`src/rtl/bldc_pkg.sv`:
```
`timescale 1ns/1ps
package bldc_pkg;

   typedef logic [2:0] step_t;
   typedef logic [1:0] phase_t;

   localparam int NUM_STEPS  = 6;
   localparam int NUM_PHASES = 3;

   function automatic step_t step_next(input step_t s);
      return (s == step_t'(NUM_STEPS - 1)) ? step_t'(0) : s + step_t'(1);
   endfunction

   function automatic step_t step_opposite(input step_t s);
      return (s >= step_t'(3)) ? s - step_t'(3) : s + step_t'(3);
   endfunction

   function automatic phase_t phase_high(input step_t s);
      return phase_t'(s >> 1);
   endfunction

   function automatic phase_t phase_low(input step_t s);
      phase_t p;
      case (s)
         3'd0, 3'd5: p = 2'd1;
         3'd1, 3'd2: p = 2'd2;
         default:    p = 2'd0;
      endcase
      return p;
   endfunction

   function automatic phase_t phase_float(input step_t s);
      phase_t p;
      case (s)
         3'd0, 3'd3: p = 2'd2;
         3'd1, 3'd4: p = 2'd1;
         default:    p = 2'd0;
      endcase
      return p;
   endfunction

   // returns {valid, step}
   function automatic logic [3:0] hall_decode(input logic [2:0] h);
      logic [3:0] r;
      case (h)
         3'b101:  r = {1'b1, 3'd0};
         3'b001:  r = {1'b1, 3'd1};
         3'b011:  r = {1'b1, 3'd2};
         3'b010:  r = {1'b1, 3'd3};
         3'b110:  r = {1'b1, 3'd4};
         3'b100:  r = {1'b1, 3'd5};
         default: r = {1'b0, 3'd0};
      endcase
      return r;
   endfunction

endpackage

```
`src/rtl/bldc_sync.sv`:
```
`timescale 1ns/1ps
module bldc_sync #(
   parameter int W      = 1,
   parameter int STAGES = 2
) (
   input  logic         clk,
   input  logic         rst_n,
   input  logic [W-1:0] d,
   output logic [W-1:0] q
);
   logic [STAGES-1:0][W-1:0] chain;

   always_ff @(posedge clk or negedge rst_n) begin
      if (!rst_n) begin
         chain <= '0;
      end else begin
         chain[0] <= d;
         for (int i = 1; i < STAGES; i++) begin
            chain[i] <= chain[i-1];
         end
      end
   end

   assign q = chain[STAGES-1];
endmodule

```
`src/rtl/bldc_blank_timer.sv`:
```
`timescale 1ns/1ps
module bldc_blank_timer #(
   parameter int CYC = 64,
   localparam int CW = $clog2(CYC + 1)
) (
   input  logic clk,
   input  logic rst_n,
   input  logic load,
   output logic busy
);
   logic [CW-1:0] cnt;

   always_ff @(posedge clk or negedge rst_n) begin
      if (!rst_n) begin
         cnt <= '0;
      end else if (load) begin
         cnt <= CW'(CYC);
      end else if (cnt != '0) begin
         cnt <= cnt - CW'(1);
      end
   end

   assign busy = (cnt != '0);
endmodule

```
`src/rtl/bldc_step_ctrl.sv`:
```
`timescale 1ns/1ps
module bldc_step_ctrl
   import bldc_pkg::*;
#(
   parameter int DLY_W       = 8,
   parameter int MASK_CYC    = 64,
   parameter int FORCE_STEPS = 6,
   localparam int FC_W = $clog2(FORCE_STEPS + 1)
) (
   input  logic             clk,
   input  logic             rst_n,
   input  logic             sensorless,
   input  logic             start_s,
   input  logic [2:0]       hall_s,
   input  logic [2:0]       zc_s,
   input  logic [DLY_W-1:0] dly,
   output step_t            step,
   output logic             step_ok,
   output logic             speed
);
   step_t            step_q;
   logic             hall_bad_q;
   logic             start_q;
   logic [2:0]       zc_q;
   logic [FC_W-1:0]  force_cnt;
   logic             pend_q;
   logic [DLY_W-1:0] dly_cnt;
   logic             mask_busy;

   logic [3:0] hall_dec;
   logic       start_rise;
   phase_t     fl_ph;
   logic       want_lvl;
   logic       zc_edge;
   logic       armed;
   logic       accept;

   assign hall_dec   = hall_decode(hall_s);
   assign start_rise = start_s & ~start_q;
   assign fl_ph      = phase_float(step_q);
   assign want_lvl   = step_q[0];
   assign zc_edge    = (zc_s[fl_ph] != zc_q[fl_ph]) && (zc_s[fl_ph] == want_lvl);
   assign armed      = sensorless && !start_s && !mask_busy && !pend_q &&
                       (force_cnt == FC_W'(FORCE_STEPS));
   assign accept     = armed && zc_edge;

   always_ff @(posedge clk or negedge rst_n) begin
      if (!rst_n) begin
         start_q <= 1'b0;
         zc_q    <= '0;
      end else begin
         start_q <= start_s;
         zc_q    <= zc_s;
      end
   end

   always_ff @(posedge clk or negedge rst_n) begin
      if (!rst_n) begin
         step_q     <= '0;
         hall_bad_q <= 1'b0;
         force_cnt  <= '0;
         pend_q     <= 1'b0;
         dly_cnt    <= '0;
      end else if (!sensorless) begin
         step_q     <= hall_dec[2:0];
         hall_bad_q <= ~hall_dec[3];
         force_cnt  <= '0;
         pend_q     <= 1'b0;
      end else begin
         hall_bad_q <= 1'b0;
         if (start_rise) begin
            step_q <= step_next(step_q);
            pend_q <= 1'b0;
            if (force_cnt != FC_W'(FORCE_STEPS)) begin
               force_cnt <= force_cnt + FC_W'(1);
            end
         end else if (pend_q) begin
            if (dly_cnt == '0) begin
               step_q <= step_next(step_q);
               pend_q <= 1'b0;
            end else begin
               dly_cnt <= dly_cnt - DLY_W'(1);
            end
         end else if (accept) begin
            pend_q  <= 1'b1;
            dly_cnt <= dly;
         end
      end
   end

   bldc_blank_timer #(.CYC(MASK_CYC)) u_blank (
      .clk   (clk),
      .rst_n (rst_n),
      .load  (accept),
      .busy  (mask_busy)
   );

   assign step    = step_q;
   assign step_ok = ~hall_bad_q;
   assign speed   = sensorless ? mask_busy : hall_s[0];
endmodule

```
`src/rtl/bldc_phase_drive.sv`:
```
`timescale 1ns/1ps
module bldc_phase_drive
   import bldc_pkg::*;
(
   input  step_t      step,
   input  logic       step_ok,
   input  logic       chip_en,
   input  logic       brake_req,
   input  logic       brake_sel,
   output logic [2:0] hs_en,
   output logic [2:0] ls_en,
   output logic [2:0] hiz
);
   step_t  eff;
   phase_t hi_ph;
   phase_t lo_ph;
   logic   off_all;
   logic   short_brk;

   assign eff       = (brake_req && brake_sel) ? step_opposite(step) : step;
   assign hi_ph     = phase_high(eff);
   assign lo_ph     = phase_low(eff);
   assign off_all   = !chip_en || (!brake_req && !step_ok);
   assign short_brk = brake_req && !brake_sel;

   for (genvar p = 0; p < NUM_PHASES; p++) begin : g_ph
      logic hi_sel;
      logic lo_sel;
      assign hi_sel   = (hi_ph == phase_t'(p));
      assign lo_sel   = (lo_ph == phase_t'(p));
      assign hs_en[p] = !off_all && !short_brk && hi_sel;
      assign ls_en[p] = !off_all && (short_brk || lo_sel);
      assign hiz[p]   = off_all || (!short_brk && !hi_sel && !lo_sel);
   end
endmodule

```
`src/rtl/bldc_commutator.sv`:
```
`timescale 1ns/1ps
module bldc_commutator
   import bldc_pkg::*;
#(
   parameter int SYNC_STAGES = 2,
   parameter int DLY_W       = 8,
   parameter int MASK_CYC    = 64,
   parameter int FORCE_STEPS = 6
) (
   input  logic             clk,
   input  logic             rst_n,
   input  logic             chip_en,
   input  logic             sensorless,
   input  logic             brake_req,
   input  logic             brake_sel,
   input  logic             start_clk,
   input  logic [2:0]       hall_in,
   input  logic [2:0]       zc_in,
   input  logic [DLY_W-1:0] delay_cfg,
   output logic [2:0]       hs_en,
   output logic [2:0]       ls_en,
   output logic [2:0]       hiz,
   output logic             speed_out
);
   localparam int SYNC_W = 1 + 3 + 3;

   if (SYNC_STAGES < 2) begin : g_chk_sync
      $error("SYNC_STAGES must be at least 2");
   end
   if (MASK_CYC < 1) begin : g_chk_mask
      $error("MASK_CYC must be positive");
   end
   if (FORCE_STEPS < 1) begin : g_chk_force
      $error("FORCE_STEPS must be positive");
   end
   if (DLY_W < 1) begin : g_chk_dly
      $error("DLY_W must be positive");
   end

   logic [SYNC_W-1:0] raw_in;
   logic [SYNC_W-1:0] syn_in;
   logic [DLY_W-1:0]  dly_q;
   step_t             step;
   logic              step_ok;

   always_ff @(posedge clk) begin
      if (!rst_n) begin
         dly_q <= delay_cfg;
      end
   end

   assign raw_in = {start_clk, hall_in, zc_in};

   bldc_sync #(.W(SYNC_W), .STAGES(SYNC_STAGES)) u_sync (
      .clk   (clk),
      .rst_n (rst_n),
      .d     (raw_in),
      .q     (syn_in)
   );

   bldc_step_ctrl #(
      .DLY_W       (DLY_W),
      .MASK_CYC    (MASK_CYC),
      .FORCE_STEPS (FORCE_STEPS)
   ) u_ctrl (
      .clk        (clk),
      .rst_n      (rst_n),
      .sensorless (sensorless),
      .start_s    (syn_in[6]),
      .hall_s     (syn_in[5:3]),
      .zc_s       (syn_in[2:0]),
      .dly        (dly_q),
      .step       (step),
      .step_ok    (step_ok),
      .speed      (speed_out)
   );

   bldc_phase_drive u_drive (
      .step      (step),
      .step_ok   (step_ok),
      .chip_en   (chip_en),
      .brake_req (brake_req),
      .brake_sel (brake_sel),
      .hs_en     (hs_en),
      .ls_en     (ls_en),
      .hiz       (hiz)
   );
endmodule

```
`config.mk`:
```
export PLATFORM = sky130hd
export DESIGN_NAME = bldc_commutator
export DESIGN_NICKNAME = d
export VERILOG_FILES = /design/src/rtl/bldc_pkg.sv /design/src/rtl/bldc_sync.sv /design/src/rtl/bldc_blank_timer.sv /design/src/rtl/bldc_step_ctrl.sv /design/src/rtl/bldc_phase_drive.sv /design/src/rtl/bldc_commutator.sv
export SDC_FILE = /design/constraint.sdc
export NUM_CORES = 1
export LEC_CHECK = 0
export BUFFER_PORTS_ARGS = -buffer_cell sky130_fd_sc_hd__buf_2
export CAP_MARGIN = 25
export CORE_ASPECT_RATIO = 0.6
export CORE_MARGIN = 3
export CORE_UTILIZATION = 62
export DETAILED_ROUTE_END_ITERATION = 8
export PLACE_DENSITY = 0.8
export RECOVER_POWER = 100
export SLEW_MARGIN = 20
export SYNTH_ARGS = -nofsm -noshare
export SYNTH_HDL_FRONTEND = slang
export SYNTH_SLANG_ARGS = --single-unit
```
`constraint.sdc`:
```
create_clock -name clk -period 4.4 [get_ports clk]
set_clock_uncertainty 0.2 [all_clocks]
set_input_delay 0.44 -clock clk [delete_from_list [all_inputs] [get_ports clk]]
set_output_delay 0.44 -clock clk [all_outputs]
set_load 0.02 [all_outputs]
```
; After elaboration in Yosys (flattened, before gate mapping)
; Cells that the tools add are included.
[op_classes]
addsub = 6
n_mul = 0
n_div = 0
order_cmp = 2
eq_ne = 26
shifts = 0
muxes = 29
bitwise_logic = 4
n_reduce_logical = 58
[ops]
columns = op, count
row1 = 3-bit two-way mux, 10
row2 = 8-bit two-way mux, 3
row3 = 4-bit one-hot mux with 6 select lines, 1
row4 = 1-bit logical AND, 22
row5 = 3-bit equality test (second input constant), 7
row6 = 1-bit logical NOT, 14
row7 = 7-bit two-way mux, 2
row8 = 3-bit by 2-bit equality test with 1-bit output (second input constant), 4
row9 = 3-bit by 1-bit equality test with 1-bit output (second input constant), 3
row10 = 1-bit two-way mux, 9
row11 = 8-bit logical NOT, 1
row12 = 2-bit one-hot mux with 2 select lines, 2
row13 = 2-bit OR reduction, 4
row14 = 8-bit by 1-bit subtractor with 8-bit output (second input constant), 1
row15 = 1-bit logical OR, 7
row16 = 7-bit nonzero test, 1
row17 = 7-bit by 1-bit subtractor with 7-bit output (second input constant), 1
row18 = 3-bit by 1-bit adder with 3-bit output (second input constant), 2
row19 = 3-bit logical NOT, 2
row20 = 3-bit by 1-bit != test with 1-bit output (second input constant), 2
row21 = 1-bit binary-select mux with 2-bit select, 2
row22 = 2-bit by 1-bit equality test with 1-bit output (second input constant), 2
row23 = 2-bit equality test (second input constant), 2
row24 = 2-bit logical NOT, 2
row25 = 14 further kinds, 19
[totals]
ff_bits = 49
latchBits = 0
mem_bits_rw = 0
mem_bits_ro = 0
inputBits = 21
out_inout_bits = 10
wordCells = 136
memories = 0

; Logic depth before layout (Yosys ltp)
; Gate-level depths: netlist (run 1).
[logic_depth]
depth_word = 12
mapped_depth = 10
ltp_nobuf = 8

; By module
; From an unflattened synthesis (run 1), not the netlist that was laid out.
[hier_totals]
cells_unflattened = 305
hier_area_um2 = 3032.9
[modules_own_cells]
columns = module, n_inst, cells_per_inst, area_each_um2
row1 = bldc_step_ctrl, 1, 165, 1461.4
row2 = bldc_phase_drive, 1, 71, 535.5
row3 = bldc_sync, 1, 21, 402.9
row4 = bldc_blank_timer, 1, 39, 389.1
row5 = bldc_commutator, 1, 9, 244.0

; Least setup slack after synthesis (run 1)
; No wires, ideal clock.
[synth_path]
path_kind = register to output
start = register u_ctrl.step_q[0], in the netlist u_ctrl.step[0]
end = output port ls_en[1]
arrival_ns = 2.425
required_time_ns = 3.760
path_slack_ns = 1.335
path_stages_with_launch = 9
cell_sequence = dfrtp_1 ha_1 ha_1 a211oi_1 nor3_1 a221o_1 clkbuf_1 xor2_1 o31ai_1
[synth_between]
elab_chain_cells = 9
word_cells_on_any_way = 15
[synth_rtl]
columns = element, line_no
row1 = from (decl), bldc_step_ctrl.sv:21  ; step_t step_q;
row2 = from (signal assigned), bldc_step_ctrl.sv:65  ; step_q <= hall_dec[2:0];
row3 = from (signal assigned), bldc_step_ctrl.sv:72  ; step_q <= step_next(step_q);
row4 = from (signal assigned), bldc_step_ctrl.sv:79  ; step_q <= step_next(step_q);
row5 = 3-bit by 2-bit adder with 3-bit output (tied with other cells), bldc_pkg.sv:15  ; return (s >= step_t'(3)) ? s - step_t'(3) : s + step_t'(3);
row6 = 3-bit two-way mux, bldc_pkg.sv:15
row7 = 3-bit two-way mux *, bldc_phase_drive.sv:20  ; assign eff = (brake_req && brake_sel) ? step_opposite(step) : step;
row8 = 3-bit by 1-bit equality test with 1-bit output (tied with other cells), bldc_pkg.sv:24  ; case (s)
row9 = 2-bit OR reduction, bldc_pkg.sv:24
row10 = 2-bit one-hot mux with 2 select lines *, bldc_pkg.sv:24
row11 = 2-bit by 1-bit equality test with 1-bit output *, bldc_phase_drive.sv:30  ; assign lo_sel = (lo_ph == phase_t'(p));
row12 = 1-bit logical OR *, bldc_phase_drive.sv:32  ; assign ls_en[p] = !off_all && (short_brk || lo_sel);
row13 = 1-bit logical AND *, bldc_phase_drive.sv:32
row14 = to (decl), bldc_commutator.sv:21  ; output logic [2:0] ls_en,
; Every way passes the cells marked *; elsewhere a longest branch is shown, timed or not.

; Worst setup path after layout (run 1)
[layout_path]
start = register u_ctrl.step_q[0], in the netlist u_ctrl.step[0]
end = register u_ctrl.u_blank.cnt[1]
[layout_between]
elab_chain_cells = 9
word_cells_on_any_way = 17
[layout_rtl]
columns = element, line_no
row1 = 3-bit by 1-bit equality test with 1-bit output (tied with other cells), bldc_pkg.sv:34  ; case (s)
row2 = 2-bit OR reduction, bldc_pkg.sv:34
row3 = 2-bit one-hot mux with 2 select lines, bldc_pkg.sv:34
row4 = 1-bit binary-select mux with 2-bit select, bldc_step_ctrl.sv:42  ; assign zc_edge = (zc_s[fl_ph] != zc_q[fl_ph]) && (zc_s[fl_ph] == want_lvl);
row5 = 1-bit two-way mux (implied by the code), bldc_step_ctrl.sv:42
row6 = 1-bit != test or 1-bit equality test (tied branches), bldc_step_ctrl.sv:42
row7 = 1-bit logical AND *, bldc_step_ctrl.sv:42
row8 = 1-bit logical AND *, bldc_step_ctrl.sv:45  ; assign accept = armed && zc_edge;
row9 = 7-bit two-way mux or 2-bit nonzero test (tied branches), -
row10 = to (signal assigned), bldc_blank_timer.sv:17  ; cnt <= CW'(CYC);
row11 = to (signal assigned), bldc_blank_timer.sv:19  ; cnt <= cnt - CW'(1);
row12 = to (decl), bldc_blank_timer.sv:11  ; logic [CW-1:0] cnt;
; Every way passes the cells marked *; elsewhere a longest branch is shown, timed or not. The select of a mux whose other input is x is not followed.
; A chain may end at the register's enable or synchronous reset.

==> results of run 1 <==
[layout by cell type, fill, tap and decap left out, drive strengths merged, types with 4 or more instances in the layout]
| cell type | instances |
|---|---|
| nand2 | 11 |
| nor2 | 28 |
| a211oi | 7 |
| ha | 11 |
| dfrtp | 41 |
| xnor2 | 5 |
| nor3 | 12 |
| and3 | 7 |
| clkbuf | 17 |
| inv | 14 |
| nor4 | 4 |
| a21oi | 18 |
| o21ai | 11 |
| buf | 20 |
| edfxtp | 8 |
| xor2 | 6 |
| nand2b | 6 |
[layout make-up]
type / count / area, sq um
Clock buffer: 5 / 68.82
Timing Repair Buffer: 32 / 145.1
Clock inverter: 3 / 20.02
Multi-Input combinational cell: 175 / 1159
Fill cell: 285 / 1020
Tap cell: 47 / 58.81
Sequential cell: 49 / 1266
Inverter: 13 / 48.80
[cell families (layout without fill, tap and decap cells)]
group / after synthesis / after routing / share of synthesized area [%]
AO/OA/AOI/OAI: 66 / 66 / 19.09
XOR/XNOR: 11 / 11 / 3.808
adder cells (fa/ha/maj): 11 / 11 / 5.440
buffers and inverters: 19 / 53 / 3.165
flip-flops: 49 / 49 / 50.05
multiplexers: 4 / 4 / 1.879
AND/OR/NAND/NOR: 83 / 83 / 16.57
[report_power, final]
| part | switching, mW | total, mW | internal [mW] |
|---|---|---|---|
| sequential | 0.0186 | 0.501 | 0.482 |
| combinational | 0.150 | 0.243 | 0.0931 |
| clock | 0.148 | 0.260 | 0.112 |
[per-layer routing]
metal  vias to the layer above  wire length [microns]  global-route usage, %
li1                        953                      -                      -
met1                       903                   2551                  35.78
met2                        87                   2088                  28.54
met3                        12                    485                  5.961
met4                         0                    163                  10.13
met5                         -                      0                      0
[metrics by stage]
step	utilization, %	instances	setup WS (ns)	hold slack (ns)
floorplan	-	243	1.335	-0.05559
global placement	71.84	315	1.242	0.1312
detailed placement	71.84	315	1.183	0.1347
CTS	74.19	323	0.8359	0.005663
global route	73.07	324	0.3710	0.01779
finish	73.07	324	0.5492	0.03942
[sequential cells by signal, summed over array words and instances, names as in the netlist]
signal / count
u_ctrl.pend_q: 1
u_ctrl.force_cnt: 3
u_ctrl.zc_q: 3
u_ctrl.hall_bad_q: 1
dly_q: 8
u_ctrl.step: 3
u_ctrl.start_q: 1
u_sync.q: 7
u_sync.chain: 7
u_ctrl.u_blank.cnt: 7
u_ctrl.dly_cnt: 8
[worst register-to-register path, delay by kind of cell, from the launching register on]
family,cells,cell delay (ns)
adders and majority gates,1,0.26
AOI/OAI and AO/OA,4,2.13
and+or+nand+nor,1,0.18
buffers and inverters,1,0.19
muxes,1,0.29
DFF,1,0.48
[path summary, 6_finish.rpt]
path	end	from	cells past startpoint	slack (ns)
min	u_sync.chain[3]	hall_in[0]	1	0.04
max reg2reg	u_ctrl.u_blank.cnt[1]	u_ctrl.step[0]	8	0.55
max in group asynchronous	u_ctrl.u_blank.cnt[1]	rst_n	2	2.04
min in group asynchronous	u_ctrl.dly_cnt[7]	rst_n	2	0.69
max	u_ctrl.u_blank.cnt[1]	u_ctrl.step[0]	8	0.55
min reg2reg	u_sync.q[1]	u_sync.chain[1]	0	0.16
==> run metrics, run 1 <==
DP HPWL 3926 microns; fin. max-slew vios 43; Pleak 1.201 nW; # H-tree levels 2; Overall Global Routing Usage 22.63%; Die Width 88.47 microns; RSZ-0062 raised after global routing no; antenna diode instance count 0; crit-path max cell delay 1.09 ns; Worst Max-Slew Pin Slew 2.229 ns; final hold violation count 0; Avg Inst Size Synth 10.41 sq um; register area share after synthesis 50.05%; HP Class input port to register; detailed-route DRC error count 0; CP bufs+invs 1; crit path DAT 3.82 ns; post-route design area 2766 sq um; crit end category register; chip height 55.48 microns; I/O pin cnt 31; area grow syn2layout 9.347%; fin crit period 3.851 ns; Largest delay share family, worst path compound AO/OA/AOI/OAI gates; CORE AREA 3786 sq um; max_slew headroom -48.62%; Initial Util 66.82%; top post-synthesis cells by area dfrtp_1 (41%), edfxtp_1 (9.5%), ha_1 (5.4%), nor2_1 (4.2%), a21oi_1 (3.4%); #FFs+latches synth 49; status complete, but fails checks; Critical Path Fanout Max 8; grt ovf 0; worst skew pair latency 0.30 ns; CP Class register to register; Sink Count 49; Setup violations, final 0; failing checks capacitance limit, slew limit; commonest cells in the synthesized netlist dfrtp_1 (41), nor2_1 (28), a21oi_1 (17); number of synthesis warnings 0; placed instance area 2720 sq um; Buffers on Ports 30; post-cts gate resize count 0; Initial DRT Pass Iterations 4; Req. time, crit path 4.37 ns; post-synth cell types 52; # hold bufs at CTS 0; cell count after synthesis 243; largest net degree at the start of global routing 43; clk root buf clkbuf_8; highest-delay cell along the critical path a2111oi_0; ys async rst share 83.67%; wire per inst 16.32 microns; DRC marker count from the first detailed-route iteration 182; global-route wire length before repair 8280 microns; mapped cell area 2530 sq um; number of synthesized flops with an enable pin 8; nets 308; routability cong. 0.8530; Most used DFF post-synth dfrtp_1; Via density 6.034; DIE AREA 4908 sq um; Setup TNS 0 ns; vias in the first global route 1,689; Cell Pwr Density 363.2 nW/um^2; Rows 17; period utilization 87.52%; Routed Antenna Nets 0; TritonCTS buffer count 5; Tot Pwr 1.005 mW; Yosys top cell area share 40.55%; Worst-path clk slew 0.09 ns; drt total wl 5289 microns; Mapped Nets 275; top-count cell post-synth dfrtp_1; initial antenna violation count 0; Worst IR Drop VDD 408.4 uV; vias 1,955; startpoint types register; layout cell share with drive strength beyond 1 12.64%; clock buffer depth 2; leading area contributor after synthesis dfrtp_1; worst-path cell chain inv_1 > ha_1 > mux2_4 > a2111oi_0 > a221oi_2 > a22oi_2 > nor2_1 > a211oi_1; CTS tree yes; max-cap violations 1; Peak Freq 259.7 MHz; Setup Buffers After CTS 0
No activity file was read; power rests on OpenSTA's default activity.
==> inputs of run 2 (changes only) <==
--- a/config.mk
+++ b/config.mk
@@ -8,12 +8,13 @@
 export BUFFER_PORTS_ARGS = -buffer_cell sky130_fd_sc_hd__buf_2
 export CAP_MARGIN = 25
 export CORE_ASPECT_RATIO = 0.6
-export CORE_MARGIN = 3
-export CORE_UTILIZATION = 62
+export CORE_MARGIN = 5
+export CORE_UTILIZATION = 64
 export DETAILED_ROUTE_END_ITERATION = 8
-export PLACE_DENSITY = 0.8
+export PLACE_DENSITY = 0.82
 export RECOVER_POWER = 100
 export SLEW_MARGIN = 20
 export SYNTH_ARGS = -nofsm -noshare
 export SYNTH_HDL_FRONTEND = slang
+export SYNTH_HIERARCHICAL = 1
 export SYNTH_SLANG_ARGS = --single-unit
==> run 2 against run 1 <==
Effect of this change: the run still ends with capacitance limit, slew limit left; setup slack improved by 0.016 ns; wire length up 20%; sequential power increased by 2%; via count grew 22%; clock power increased by 3%; register-to-register slack gained 0.05 ns; fmax increased by 0.42%; clock-buffer cell count rose by 1; non-clock buffer count is 2 higher; cell count rose by 19%; sequential cell count is the same; critical path type is now register to output port; critical endpoint is now hiz[2]; largest cell class is now multi-input combinational cells.
==> run metrics, run 2 <==
P_int 703.4 uW (+2.3%); wire per inst 16.38 microns (+0.33%); detailed-route DRC error count 0 (unchanged); Setup violations, final 0 (unchanged); leading cell types in the layout, fill and taps excluded dfrtp_1 (41), buf_2 (23), inv_1 (19), nor2_1 (19), a21oi_1 (16); highest-delay cell along the critical path dfrtp_1; Setup TNS 0 ns (unchanged); Largest delay share family, worst path compound AO/OA/AOI/OAI gates; RSZ-0062 raised after global routing no; Buffers on Ports 30 (unchanged); Worst IR Drop VDD 197.6 uV (-52%); Initial Util 66.10% (-0.72 points); Via density 6.165 (+2.2%); period utilization 87.16% (-0.36 points); CP bufs+invs 2 (+1); vias 2,386 (+22%); area grow syn2layout 3.672%; max_slew headroom -42.63% (+6.0 points); worst skew pair latency 0.31 ns (about the same); number of synthesis warnings 6 (+6); DRC marker count from the first detailed-route iteration 205 (+13%); Regs by FF count dly_q x8, u_ctrl/dly_cnt x8; hold-critical path depth 1 (unchanged); nets 353 (+15%); clock buffer depth 2 (unchanged); drt total wl 6338 microns (+20%); DIE AREA 6261 sq um (+28%); Pleak 1.332 nW (+11%); Clk pwr share 25.8% (about the same); failing checks capacitance limit, slew limit; Final WS setup 0.5651 ns (+0.01595 ns); CP Class register to output port; routability cong. 0.8587 (+0.67%); most common cell after layout, fill and taps aside dfrtp_1; sequential share of power 49.1% (-0.8 points); largest net degree at the start of global routing 43 (unchanged); Cell Pwr Density 331.1 nW/um^2 (-8.8%); worst r2r path cells 12 (+4); global-route wire length before repair 10,900 microns (+32%); Reg2Reg Setup Slack 0.60 ns (+0.05 ns); startpoint types register; fin. max-slew vios 43 (unchanged); Rows 19 (+2); crit-path max cell delay 0.60 ns (-0.49 ns); Sink Count 49 (unchanged); CORE AREA 4588 sq um (+21%); Routed Antenna Nets 0 (unchanged); number of synthesized flops with an enable pin 8 (unchanged); top post-synthesis cells by area dfrtp_1 (34%), edfxtp_1 (7.9%), ha_1 (3.7%), nor3b_1 (3.5%), a21oi_1 (2.6%); chip height 63.33 microns (+14%); HP Class input port to register; Yosys top cell area share 33.83% (-6.7 points); combinational power share 25.1% (+0.9 points); # hold bufs at CTS 1 (+1); Setup Buffers After CTS 0 (unchanged); post-cts gate resize count 0 (unchanged); Critical Path Fanout Max 15 (+7); cell repeated most along the worst path ha_1; status complete, but fails checks; fill count 368 (+29%); #FFs+latches synth 49 (unchanged); post-synth cell types 73 (+40%); Avg Inst Size Synth 9.944 sq um (-4.5%); grt ovf 0 (unchanged); Peak Freq 260.8 MHz (+0.42%); Initial DRT Pass Iterations 4 (unchanged); cell count after synthesis 305 (+26%); post-place setup slack 1.006 ns (-0.1769 ns); top-count cell post-synth dfrtp_1; crit end category output port; # H-tree levels 2 (unchanged); Worst Max-Slew Pin Slew 2.139 ns (-0.08979 ns); mapped cell area 3033 sq um (+20%); Most used DFF post-synth dfrtp_1; Switching Share 32.44% (+0.86 points); worst r2r dst u_ctrl/u_blank/cnt[3]; crit path DAT 3.19 ns (-0.63 ns); final hold violation count 0 (unchanged); fin util 68.53% (-4.5 points); post-route design area 3144 sq um (+14%); placed instance area 3102 sq um (+14%); Mapped Nets 335 (+22%); worst reg2reg path startpoint u_ctrl/u_blank/cnt[0]; Die Width 98.87 microns (+12%); CTS tree yes; vias in the first global route 2,234 (+32%); antenna diode instance count 0 (unchanged); Worst-path clk slew 0.09 ns (about the same); worst-path cell chain buf_4 > ha_1 > ha_1 > a211oi_4 > a21oi_1 > nor4bb_1 > o31a_1 > clkbuf_1; min-delay src zc_in[1]; clk root buf clkbuf_8; initial antenna violation count 0 (unchanged); max-cap violations 1 (unchanged); Hold Path Sink u_sync/chain[1]; layout cell share with drive strength beyond 1 15.43% (+2.8 points); Net Switching 337.7 uW (+6.4%); commonest cells in the synthesized netlist dfrtp_1 (41), inv_1 (19), nor2_1 (19); I/O pin cnt 31 (unchanged); leading area contributor after synthesis dfrtp_1; DP HPWL 4425 microns (+13%); Req. time, crit path 3.76 ns (-0.61 ns); register area share after synthesis 41.75% (-8.3 points); ys async rst share 83.67% (unchanged); Overall Global Routing Usage 21.52% (-1.1 points); fin crit period 3.835 ns (-0.01595 ns); TritonCTS buffer count 5 (unchanged)
-- run 2: routing by layer --
layer	track usage [%]	share of wire (%)	vias up	wire [microns]
li1	-	-	1144	-
met1	30.94	47	1153	2963
met2	32.19	46	81	2885
met3	6.395	6.4	8	404
met4	4.600	1.3	0	85
met5	0	0	-	0
-- run 2: cells by family (layout without fill, tap and decap cells) --
family          Yosys count  count (layout)  share of synthesized area, %
flops                    49              49                         41.75
simple gates            114             114                         23.60
buf+inv                  44              63                         8.374
fa+ha+maj                 9               9                         3.713
mux                       6               6                         2.104
xor+xnor                  3               3                        0.8665
compound gates           80              80                         19.60
-- run 2: area by class of cell --
cell class	count	area [sq um]	share of cell area [%]
clock inverters	2	13.76	0.4377
flip-flops and latches	49	1266	40.27
multi-input cells	212	1456	46.32
clock buffers	6	72.57	2.308
repair buffers	34	177.7	5.651
well taps	63	78.83	2.507
inverters	21	78.83	2.507
-- run 2: stage by stage --
step                hold WS [ns]  power [mW]  std cells
CTS                      0.02103       1.052        386
global route            0.008645       1.109        387
detailed placement        0.1355      0.7804        377
floorplan               -0.05559      0.7280        305
global placement          0.1338      0.7749        377
finish                   0.03067       1.041        387
-- run 2: how the worst max path moves through the flow --
stage              startpoint                     to  slack (ns)  depth (start not counted)
5_1_grt        u_ctrl/step[0]                 hiz[2]        0.25                          8
4_1_cts        u_ctrl/step[0]                 hiz[2]        0.64                          8
2_1_floorplan  u_ctrl/step[0]                 hiz[1]        1.30                          7
3_5_place_dp   u_ctrl/step[0]                 hiz[2]        1.01                          8
3_3_place_gp   u_ctrl/step[1]  u_ctrl/u_blank/cnt[3]        1.06                         11
6_report       u_ctrl/step[0]                 hiz[2]        0.57                          8
-- run 2: power by group through the flow --
stage               Combinational, mW  Clock [mW]  Sequential, mW
floorplan                       0.224           0           0.504
global placement                0.256           0           0.519
detailed placement              0.260           0           0.520
CTS                             0.262       0.278           0.511
global route                    0.294       0.300           0.516
finish                          0.261       0.269           0.511
